===== src/rtl/timer_pkg.sv =====
package timer_pkg;
  typedef enum logic [1:0] {
    A_CNT_LO = 2'd0,
    A_CNT_HI = 2'd1,
    A_LAT_LO = 2'd2,
    A_LAT_HI = 2'd3
  } reg_addr_e;
endpackage


===== src/rtl/tmr_regs.sv =====
module tmr_regs
  import timer_pkg::*;
#(
  parameter int BYTE_W = 8,
  localparam int CNT_W = 2 * BYTE_W
) (
  input  logic              clk,
  input  logic              rst,
  input  logic              wr_en,
  input  logic              rd_en,
  input  logic [1:0]        addr,
  input  logic [BYTE_W-1:0] wdata,
  input  logic [CNT_W-1:0]  cnt,
  output logic [BYTE_W-1:0] rdata,
  output logic [CNT_W-1:0]  latch,
  output logic              start,
  output logic              flag_clr
);
  logic [BYTE_W-1:0] lat_lo, lat_hi;
  reg_addr_e ra;

  assign ra    = reg_addr_e'(addr);
  assign latch = {lat_hi, lat_lo};
  assign start = wr_en && (ra == A_CNT_HI);

  always_ff @(posedge clk) begin
    if (rst) begin
      lat_lo <= '0;
      lat_hi <= '0;
    end else if (wr_en) begin
      case (ra)
        A_CNT_LO, A_LAT_LO: lat_lo <= wdata;
        A_CNT_HI, A_LAT_HI: lat_hi <= wdata;
        default: ;
      endcase
    end
  end

  always_ff @(posedge clk) begin
    if (rst) begin
      rdata    <= '0;
      flag_clr <= 1'b0;
    end else begin
      flag_clr <= start || (rd_en && ra == A_CNT_LO);
      if (rd_en) begin
        case (ra)
          A_CNT_LO: rdata <= cnt[BYTE_W-1:0];
          A_CNT_HI: rdata <= cnt[CNT_W-1:BYTE_W];
          A_LAT_LO: rdata <= lat_lo;
          default:  rdata <= lat_hi;
        endcase
      end
    end
  end


  lowread_clr_chk: assert property (@(posedge clk) disable iff (rst)
    (rd_en && addr == 2'd0) |=> flag_clr);

  start_clr_chk: assert property (@(posedge clk) disable iff (rst)
    (wr_en && addr == 2'd1) |=> flag_clr);
endmodule


===== src/rtl/tmr_core.sv =====
module tmr_core #(
  parameter int BYTE_W = 8,
  localparam int CNT_W = 2 * BYTE_W
) (
  input  logic              clk,
  input  logic              rst,
  input  logic              tick,
  input  logic              cont,
  input  logic              start,
  input  logic [BYTE_W-1:0] start_hi,
  input  logic [CNT_W-1:0]  latch,
  output logic [CNT_W-1:0]  cnt,
  output logic              uf,
  output logic              flag_set
);
  logic armed, pend;
  logic at_zero;

  assign at_zero = (cnt == '0);
  assign uf = tick && !start && !pend && at_zero && (cont || armed);

  always_ff @(posedge clk) begin
    if (rst) begin
      cnt      <= '0;
      armed    <= 1'b0;
      pend     <= 1'b0;
      flag_set <= 1'b0;
    end else begin
      flag_set <= uf;
      if (start) begin
        cnt   <= {start_hi, latch[BYTE_W-1:0]};
        armed <= 1'b1;
        pend  <= 1'b0;
      end else if (tick) begin
        if (pend) begin
          cnt  <= latch;
          pend <= 1'b0;
        end else begin
          cnt <= cnt - 1'b1;
          if (at_zero) begin
            if (cont) pend <= 1'b1;
            else armed <= 1'b0;
          end
        end
      end
    end
  end


  hold_chk: assert property (@(posedge clk) disable iff (rst)
    (!tick && !start) |=> $stable(cnt));

  wrap_value_chk: assert property (@(posedge clk) disable iff (rst)
    flag_set |-> (cnt == {CNT_W{1'b1}}));

  single_once_chk: assert property (@(posedge clk) disable iff (rst)
    (flag_set && !cont && !start) |=> !flag_set);
endmodule


===== src/rtl/tmr_wave.sv =====
module tmr_wave (
  input  logic clk,
  input  logic rst,
  input  logic wave_en,
  input  logic cont,
  input  logic start,
  input  logic uf,
  output logic wave_out
);
  always_ff @(posedge clk) begin
    if (rst || !wave_en) wave_out <= 1'b1;
    else if (start && !cont) wave_out <= 1'b0;
    else if (uf) wave_out <= cont ? ~wave_out : 1'b1;
  end


  idle_high_chk: assert property (@(posedge clk) disable iff (rst)
    !wave_en |=> wave_out);

  single_low_chk: assert property (@(posedge clk) disable iff (rst)
    (wave_en && !cont && start) |=> !wave_out);
endmodule


===== src/rtl/reload_timer.sv =====
module reload_timer #(
  parameter int BYTE_W = 8,
  localparam int CNT_W = 2 * BYTE_W
) (
  input  logic              clk,
  input  logic              rst,
  input  logic              tick,
  input  logic [1:0]        mode,
  input  logic              wr_en,
  input  logic              rd_en,
  input  logic [1:0]        addr,
  input  logic [BYTE_W-1:0] wdata,
  output logic [BYTE_W-1:0] rdata,
  output logic              flag_set,
  output logic              flag_clr,
  output logic              wave_out
);
  logic [CNT_W-1:0] cnt, latch;
  logic start, uf;

  tmr_regs #(.BYTE_W(BYTE_W)) u_regs (
    .clk(clk), .rst(rst), .wr_en(wr_en), .rd_en(rd_en), .addr(addr),
    .wdata(wdata), .cnt(cnt), .rdata(rdata), .latch(latch),
    .start(start), .flag_clr(flag_clr)
  );

  tmr_core #(.BYTE_W(BYTE_W)) u_core (
    .clk(clk), .rst(rst), .tick(tick), .cont(mode[0]), .start(start),
    .start_hi(wdata), .latch(latch), .cnt(cnt), .uf(uf), .flag_set(flag_set)
  );

  tmr_wave u_wave (
    .clk(clk), .rst(rst), .wave_en(mode[1]), .cont(mode[0]),
    .start(start), .uf(uf), .wave_out(wave_out)
  );


  toggle_chk: assert property (@(posedge clk) disable iff (rst)
    (mode == 2'b11 && uf) |=> (wave_out != $past(wave_out)));
endmodule


===== config.mk =====
export PLATFORM = sky130hd
export DESIGN_NAME = reload_timer
export DESIGN_NICKNAME = d
export VERILOG_FILES = /design/src/rtl/timer_pkg.sv /design/src/rtl/tmr_regs.sv /design/src/rtl/tmr_core.sv /design/src/rtl/tmr_wave.sv /design/src/rtl/reload_timer.sv
export SDC_FILE = /design/constraint.sdc
export NUM_CORES = 1
export LEC_CHECK = 0
export BUFFER_PORTS_ARGS = -buffer_cell sky130_fd_sc_hd__buf_2
export CAP_MARGIN = 20
export CORE_MARGIN = 2
export CORE_UTILIZATION = 60
export DETAILED_ROUTE_END_ITERATION = 8
export GPL_ROUTABILITY_DRIVEN = 0
export PLACE_DENSITY_LB_ADDON = 0.15
export SYNTH_ARGS = -nofsm -noshare
export SYNTH_HDL_FRONTEND = slang
export SYNTH_HIERARCHICAL = 1
export SYNTH_SLANG_ARGS = --single-unit
export TNS_END_PERCENT = 10

===== constraint.sdc =====
create_clock -name clk -period 5.47 [get_ports clk]
set_input_delay 0.8205 -clock clk [delete_from_list [all_inputs] [get_ports clk]]
set_output_delay 0.8205 -clock clk [all_outputs]
set_load 0.03 [all_outputs]

# [Word-level counts from Yosys, hierarchy flattened]
# Cells that the tools add are included.
[classes] add_sub_neg=1 n_eq_ne=5 n_mux=15 bitwise_logic=1 reduce_logical=25
[ops] cell="2-to-1 mux 16 bit" count=3
[ops] cell="one-hot mux 8 bit (3 select lines)" count=1
[ops] cell="logical NOT 16 bit" count=1
[ops] cell="subtractor 16 x 1 -> 16 bit (second input constant)" count=1
[ops] cell="2-to-1 mux 1 bit" count=11
[ops] cell="logical AND 1 bit" count=7
[ops] cell="nonzero test 2 bit" count=3
[ops] cell="OR reduction 2 bit" count=3
[ops] cell="equality test 2 bit (second input constant)" count=2
[ops] cell="logical NOT 1 bit" count=4
[ops] cell="!= test 2 x 1 -> 1 bit (second input constant)" count=2
[ops] cell="AND reduction 2 bit" count=2
[ops] cell="AND reduction 4 bit" count=1
[ops] cell="logical OR 1 bit" count=3
[ops] cell="equality test 2 x 1 -> 1 bit (second input constant)" count=1
[ops] cell="logical NOT 2 bit" count=1
[ops] cell="inverter 1 bit" count=1
[totals] ff_bits=45 in_bits=17 output_inout_bits=11

# [Depth between registers and ports, before layout]
# Gate-level depths: netlist of run 1.
[logic_depth] word_depth=9 depth_mapped=10 mapped_depth_nobuf=8

# [By module]
# The synthesis of run 1 kept the hierarchy.
[by_module_without_submodules] mod="tmr_core" instances=1 cells_each=160 area_per_inst_um2=1247.4 seq_area_each_um2=380.4
[by_module_without_submodules] mod="tmr_regs" instances=1 cells_each=114 area_per_inst_um2=1081.0 seq_area_each_um2=500.5
[by_module_without_submodules] mod="tmr_wave" instances=1 cells_each=6 area_per_inst_um2=57.6 seq_area_each_um2=20.0

# [Worst setup path before layout of run 1]
# OpenSTA, ideal clock, no wires.
[synth_timing] path_type="input to register" start="input addr[0]" end="register u_core.cnt[5]" setup_time_ns=0.125 arrival_ns=2.305 required_time_ns=5.345 path_slack_ns=3.041 cell_stages=10 path_buffers=3 cell_sequence="buf_6 nand2_1 nor2_1 or2_2 clkbuf_1 clkbuf_1 nor2_1 a22o_1 a22oi_1 nor2_1"
[synth_via] elab_chain_len=3 word_cells_on_any_way=4 classes_between="eq/ne (1); mux (1); reduce/logical (2)"
[synth_lines] item="from (decl)" line_no="reload_timer.sv:11" source="input logic [1:0] addr,"
[synth_lines] item="equality test 2 x 1 -> 1 bit *" line_no="tmr_regs.sv:24" source="assign start = wr_en && (ra == A_CNT_HI);"
[synth_lines] item="logical AND 1 bit *" line_no="tmr_regs.sv:24"
[synth_lines] item="named net start" line_no="reload_timer.sv:19" source="logic start, uf;"
[synth_lines] item="2-to-1 mux 16 bit or nonzero test 2 bit (tied branches)"
[synth_lines] item="to (signal assigned)" line_no="tmr_core.sv:31" source="cnt <= {start_hi, latch[BYTE_W-1:0]};"
[synth_lines] item="to (signal assigned)" line_no="tmr_core.sv:36" source="cnt <= latch;"
[synth_lines] item="to (signal assigned)" line_no="tmr_core.sv:39" source="cnt <= cnt - 1'b1;"
[synth_lines] item="to (decl)" line_no="tmr_core.sv:12" source="output logic [CNT_W-1:0] cnt,"
# The timed path passes the listed nets; every way through them passes the cells marked *.
# A chain may end at the register's enable or synchronous reset.

# [Worst setup path after layout of run 1]
[layout_timing] start="input addr[0]" end="register u_core.cnt[6]"
# The elaborated chain is that of the path after synthesis.

==> flow_summary.toml, run 1 <==
[setup_path]
path_class = "input port to flip-flop"
crit_slowest_cell = "or2_2"
worstSetupEndpointType = "flip-flop"
rr_worst_depth = 7
cpMostUsedCell = "nor2_1"
critPathMaxStageDelay_ns = 0.38
timing.critical_path.arrival_ns = 2.72
critical_path.startpoint_type = "input port"
cp_max_fo = 24
rrSetupSlack_ns = 3.31
critPathRequiredTime_ns = 5.63
cp_cell_sequence = "buf_2, nand2_1, nor2_1, buf_4, or2_2, a32o_1, o21ai_0, a22oi_1, nor2_1"
end_of_the_worst_register_to_register_path = "u_wave/wave_out$_SDFFE_PP1P_"
regToRegStartpoint = "u_core/cnt[7]$_SDFFE_PP0N_"
worst_setup_path_startpoint = "addr[0]"

[synthesis]
synth.top_cells.by_area = "dfxtp_1 (38%), a21oi_1 (6.9%), mux4_2 (6.6%)"
syn-instance-count = 280
post_synth.cell_area_avg_um2 = 8.52
post_synth_num_cell_types = 53
yosysSeqAreaShare = 0.378
number_of_warnings_issued_by_yosys = 6
ys_ff_latch = 45
postSynth.asyncResetShare = 0
yosys.area.top_type_share = 0.378
synth_edf_count = 0
synth_top_flop_cell = "dfxtp_1"
mappedNetlistArea_um2 = 2390
synth_fp_nets = 298
synth.largest_area_cell = "dfxtp_1"

[sta]
final-setup-viol-count = 0
final_max_slew_viol_count = 0
finClkSkew_ns = 0.00689
totalNegativeSetupSlack_ns = 0
layout_worst_path_cycle_share = 0.469
tightestPinTransition_ns = 0.846
final_hold_viol_count = 0
rsz0062_at_grt = "false"
maxClockFrequency_mhz = 390
finalWorstPathRequiredPeriod_ns = 2.57
max-slew-margin-rel = 0.436

[min_path]
hp-class = "flip-flop to flip-flop"
timing.hold.worst_path_depth = 2
hold_start = "u_core/armed$_SDFFE_PP0P_"
min_delay_worst_endpoint = "u_core/armed$_SDFFE_PP0P_"

[floorplanning]
boundaryPins = 28
design.core.area_um2 = 3740
overall_die_width_um = 67.1
die_height_um = 67.1
start_util = 0.637
row_count = 22
die_area_um2 = 4500

[routing]
route.detailed.wl_per_inst_um = 16.7
avgViaCountPerCell = 6.26
routed_wirelength_um = 5760
drt-pass1-iter-count = 5
dr_total_vias = 2154
drt_iter0_markers = 285
drc = 0
antenna_left = 0

[place]
place.port_buffers = 27
place_inst = 336
dp_hpwl_um = 4070
dpl_cell_area_um2 = 2480

[cts]
clock_path_buffers = 2
cts.root.buffer_cell = "clkbuf_8"
cts-resized-gates = 0
clock-sinks = 45
holdBufCountCts = 0
postCtsSetupRepairBufs = 0
cts_tree = "built"
tritoncts.num_buffers = 5
ctsHtreeMaxLevel = 2
clk_transition_reported_paths_ns = 0.09
worstSkewPairLatency_ns = 0.30

[global_routing]
grt_max_degree = 48
first_pass_grt_wire_length_um = 9250
grt_pass1_vias = 1880
initial_antenna_violation_count = 0
globalRouteOverflowTotal = 0
global_route.usage.total = 0.281

[final_layout]
final_net_count = 313
design_area_final_um2 = 2580
insertedDiodeCount = 0
final_cell_mix = "dfxtp_1 (45), nand2_1 (39), nor2_1 (33), a21oi_1 (33), buf_2 (27)"
area_used_by_multi_input_combinational_logic_um2 = 1360
final_core_util = 0.689
final_common_cell = "dfxtp_1"
layout_cell_share_with_drive_strength_beyond_1 = 0.189
final-seq-area_um2 = 901
areaGrowthSynthToFinish_pct = 8.02
fillers = 323
final_cells = 344

[run_status]
outcome = "finished, final reports clean"

[power_and_ir_drop]
power.leakage_nw = 1.00
ir_drop_v = 0.000167
power_per_cell_area_nw_per_um2 = 326

[flow_run]
maxCapViolCount = 0
cell type report:
class,count,share of cell area
Inverter,5,0.00728
Tap cell,48,0.0233
Clock inverter,2,0.00534
Clock buffer,6,0.0320
Multi-Input combinational cell,210,0.527
Timing Repair Buffer,28,0.0553
Sequential cell,45,0.350
worst max-delay path, delay by kind of cell:
kind                   cells  cell delay [ns]
AND/OR/NAND/NOR            4             0.86
buffers and inverters      2             0.54
AO/OA/AOI/OAI              3             0.49
cells in the mapped netlist (all sizes together) (2+ instances only):
library cell / count
clkbuf: 11
mux4: 8
nor2b: 2
a21oi: 33
xor2: 2
o21ai: 10
nor2: 33
a21o: 2
inv: 5
a22oi: 4
or4: 2
buf: 7
nor3: 7
mux2i: 10
nor4: 2
dfxtp: 45
a22o: 2
nand2b: 4
and3: 2
or2: 3
xnor2: 3
nand2: 39
and2b: 2
nand4: 4
nand3: 8
nor3b: 4
a211oi: 2
o22ai: 6
power breakdown:
group,switching [mW],internal [mW]
logic,0.120,0.106
registers,0.0433,0.357
clock network,0.113,0.102
total,0.276,0.565
metrics by stage:
stage,setup slack (ns),hold WS (ns),power (mW)
after floorplan,3.04,0.445,0.579
after global placement,2.69,0.465,0.625
after detailed placement,2.58,0.472,0.629
after CTS,2.90,0.487,0.841
after global routing,2.62,0.515,0.885
final,2.90,0.485,0.841
state kept, by name, summed over array words and instances (netlist names):
name,flops
u_regs/rdata,8
u_core/cnt,16
u_wave/wave_out,1
u_regs/lat_lo,8
u_regs/lat_hi,8
u_core/armed,1
u_core/pend,1
u_regs/flag_clr,1
u_core/flag_set,1
worst max path at each step:
stage | endpoint | cells past startpoint | slack (ns)
2_1_floorplan | u_core/cnt[5]$_SDFFE_PP0N_ | 10 | 3.04
3_3_place_gp | u_core/cnt[6]$_SDFFE_PP0N_ | 9 | 2.69
3_5_place_dp | u_core/cnt[6]$_SDFFE_PP0N_ | 9 | 2.58
4_1_cts | u_core/cnt[6]$_SDFFE_PP0N_ | 9 | 2.90
5_1_grt | u_core/cnt[6]$_SDFFE_PP0N_ | 9 | 2.62
6_report | u_core/cnt[6]$_SDFFE_PP0N_ | 9 | 2.90
layer usage:
| metal | part of all wire | wire (um) | track usage | vias to the layer above |
|---|---|---|---|---|
| li1 | - | - | - | 1034 |
| met1 | 0.45 | 2570 | 0.401 | 999 |
| met2 | 0.46 | 2660 | 0.442 | 107 |
| met3 | 0.078 | 449 | 0.0422 | 14 |
| met4 | 0.014 | 82 | 0.0714 | 0 |
| met5 | 0 | 0 | 0 | - |
cell families after synthesis:
| family | after synthesis | share of synthesized area |
|---|---|---|
| flops | 45 | 0.378 |
| mux | 18 | 0.119 |
| buf+inv | 25 | 0.0530 |
| xor+xnor | 5 | 0.0184 |
| fa+ha+maj | 1 | 0.00524 |
| compound gates | 69 | 0.181 |
| simple gates | 117 | 0.246 |
(Power assumes the default switching activity.)
==> run 2, diff against run 1 <==
ABC_AREA = 1   (was default)
CORE_UTILIZATION = 58   (was 60)
clock period = 2.4 ns   (was 5.47 ns; I/O delays follow)
==> run 2 against run 1 <==
Net effect: final cell count increased by 33%; clock power up 120%; wire length is 17% higher; combinational power rose by 130%; final area increased by 6.3%; total power grew 120%; sequential cell count stayed put; critical endpoint is now u_wave/wave_out$_SDFFE_PP1P_; largest power group unchanged.
==> flow_summary.toml, run 2 <==
[cts]
postCtsSetupRepairBufs = 0
clock-sinks = 45
cts_tree = "built"
clock_path_buffers = 2
tritoncts.num_buffers = 5
clk_transition_reported_paths_ns = 0.09
holdBufCountCts = 0
cts.root.buffer_cell = "clkbuf_8"
ctsHtreeMaxLevel = 2
worstSkewPairLatency_ns = 0.30
cts-resized-gates = 0

[final_layout]
final-seq-area_um2 = 901
final_common_cell = "nand2_1"
insertedDiodeCount = 0
top_register = "u_core/cnt"
largest_reg_flops = 16
fillers = 385
final_net_count = 423
design_area_final_um2 = 2740
final_cell_mix = "nand2_1 (76), nor2_1 (68), dfxtp_1 (45), a21oi_1 (32), nand3_1 (30)"
layout_cell_share_with_drive_strength_beyond_1 = 0.175
area_used_by_multi_input_combinational_logic_um2 = 1420
areaGrowthSynthToFinish_pct = 8.47

[global_routing]
globalRouteOverflowTotal = 0
initial_antenna_violation_count = 0
grt_max_degree = 22
first_pass_grt_wire_length_um = 11300
grt_pass1_vias = 2376
global_route.usage.total = 0.289

[sta]
layout_worst_path_cycle_share = 0.720
final_hold_viol_count = 0
final-setup-viol-count = 0
finClkSkew_ns = 0.00654
totalNegativeSetupSlack_ns = 0
tightestPinTransition_ns = 0.536
final_max_slew_viol_count = 0
max-slew-margin-rel = 0.642
rsz0062_at_grt = "false"
finalWorstPathRequiredPeriod_ns = 1.73
maxClockFrequency_mhz = 579

[setup_path]
cp_max_fo = 17
timing.critical_path.arrival_ns = 1.93
critical_path.startpoint_type = "input port"
critPathRequiredTime_ns = 2.60
critPathMaxStageDelay_ns = 0.43
cp_cell_sequence = "buf_2, nand2_1, nor2_1, buf_4, nor2_2, o211ai_1, nor2_1, nand3_1, nand3_1, nand2_1"
crit_buf_inv = 2
worstSetupEndpointType = "flip-flop"
crit_slowest_cell = "nor2_2"
path_class = "input port to flip-flop"
rr_worst_depth = 9
timing.critical_path.depth = 10
cpLargestDelayFamily = "simple AND/OR/NAND/NOR gates"

[synthesis]
yosysSeqAreaShare = 0.357
synth_fp_nets = 400
post_synth_num_cell_types = 30
syn-instance-count = 382
post_synth.cell_area_avg_um2 = 6.61
postSynth.asyncResetShare = 0
number_of_warnings_issued_by_yosys = 6
yosys.area.top_type_share = 0.357
synth_edf_count = 0
synth.top_cells.by_area = "dfxtp_1 (36%), nand2_1 (11%), nor2_1 (10%)"
mappedNetlistArea_um2 = 2530
ys_ff_latch = 45
synth.largest_area_cell = "dfxtp_1"
synth.top_cells.by_count = "nand2_1 (76), nor2_1 (68), dfxtp_1 (45)"
post-synth-top-count-cell = "nand2_1"
synth_top_flop_cell = "dfxtp_1"

[floorplanning]
overall_die_width_um = 70.0
die_height_um = 70.0
die_area_um2 = 4900
start_util = 0.618
row_count = 23
design.core.area_um2 = 4090
boundaryPins = 28

[place]
place.port_buffers = 27
dpl_cell_area_um2 = 2660
dp_hpwl_um = 5100

[min_path]
hp-class = "input port to flip-flop"
timing.hold.worst_path_depth = 2

[routing]
antenna_left = 0
drc = 0
route.detailed.wl_per_inst_um = 14.8
dr_total_vias = 2641
drt-pass1-iter-count = 5
drt_iter0_markers = 313
routed_wirelength_um = 6730
avgViaCountPerCell = 5.79

[power_and_ir_drop]
power.leakage_nw = 1.23
ir_drop_v = 0.000447
power_per_cell_area_nw_per_um2 = 680
p_total_mw = 1.86

[flow_run]
maxCapViolCount = 0

[run_status]
outcome = "finished, final reports clean"
==> run 2: cell count changes after synthesis, moves of 6 or more <==
| cell | change |
|---|---|
| mux2i_1 | -9 |
| nor2_2 | +10 |
| a21oi_2 | +6 |
| inv_2 | +10 |
| o21ai_0 | +19 |
| clkbuf_1 | -6 |
| o21ai_1 | +9 |
| nand3_1 | +22 |
| mux4_2 | -7 |
| o22ai_1 | -6 |
| nand2_1 | +37 |
| inv_1 | +15 |
| nor2_1 | +35 |
==> run 2: metal layers <==
metal	wire length (um)	GRT usage	part of all wire
met2	3070	0.458	0.46
met5	0	0	0
met4	129	0.0983	0.019
met1	2840	0.398	0.42
met3	688	0.0505	0.10
==> run 2: layout make-up <==
class,instances,area share
Multi-Input combinational cell,292,0.520
Timing Repair Buffer,29,0.0548
Tap cell,50,0.0228
Clock inverter,2,0.00365
Sequential cell,45,0.329
Inverter,32,0.0438
Clock buffer,6,0.0265
==> run 2: kinds of logic after synthesis <==
family	synth area share
AOI/OAI and AO/OA	0.186
adders and majority gates	0.00495
DFF	0.357
buffers and inverters	0.0797
xor gates and xnor gates	0.0173
muxes	0.00396
and+or+nand+nor	0.351
==> run 2: metrics by stage <==
step,setup slack [ns],util,cells,hold WS (ns)
final,0.672,0.671,456,0.309
after global routing,0.461,0.671,456,0.317
after CTS,0.704,0.671,456,0.303
after detailed placement,0.386,0.650,448,0.452
after global placement,0.464,0.650,448,0.449
after floorplan,0.686,-,382,0.439
==> run 2: path summary, 6_finish.rpt <==
path	slack (ns)	start	end
worst max-delay path	0.67	addr[0]	u_wave/wave_out$_SDFFE_PP1P_
worst min-delay path	0.31	rd_en	u_regs/rdata[0]$_SDFFE_PP0P_
worst max register to register	0.77	u_core/cnt[0]$_SDFFE_PP0N_	u_wave/wave_out$_SDFFE_PP1P_
worst min register to register	0.46	u_regs/rdata[5]$_SDFFE_PP0P_	u_regs/rdata[5]$_SDFFE_PP0P_
==> run 2: report_power, final <==
group          switching [mW]  internal, mW  total [mW]
Clock                   0.261         0.202       0.463
Combinational           0.339         0.182       0.521
Sequential             0.0756         0.805       0.880
Total                   0.675          1.19        1.86
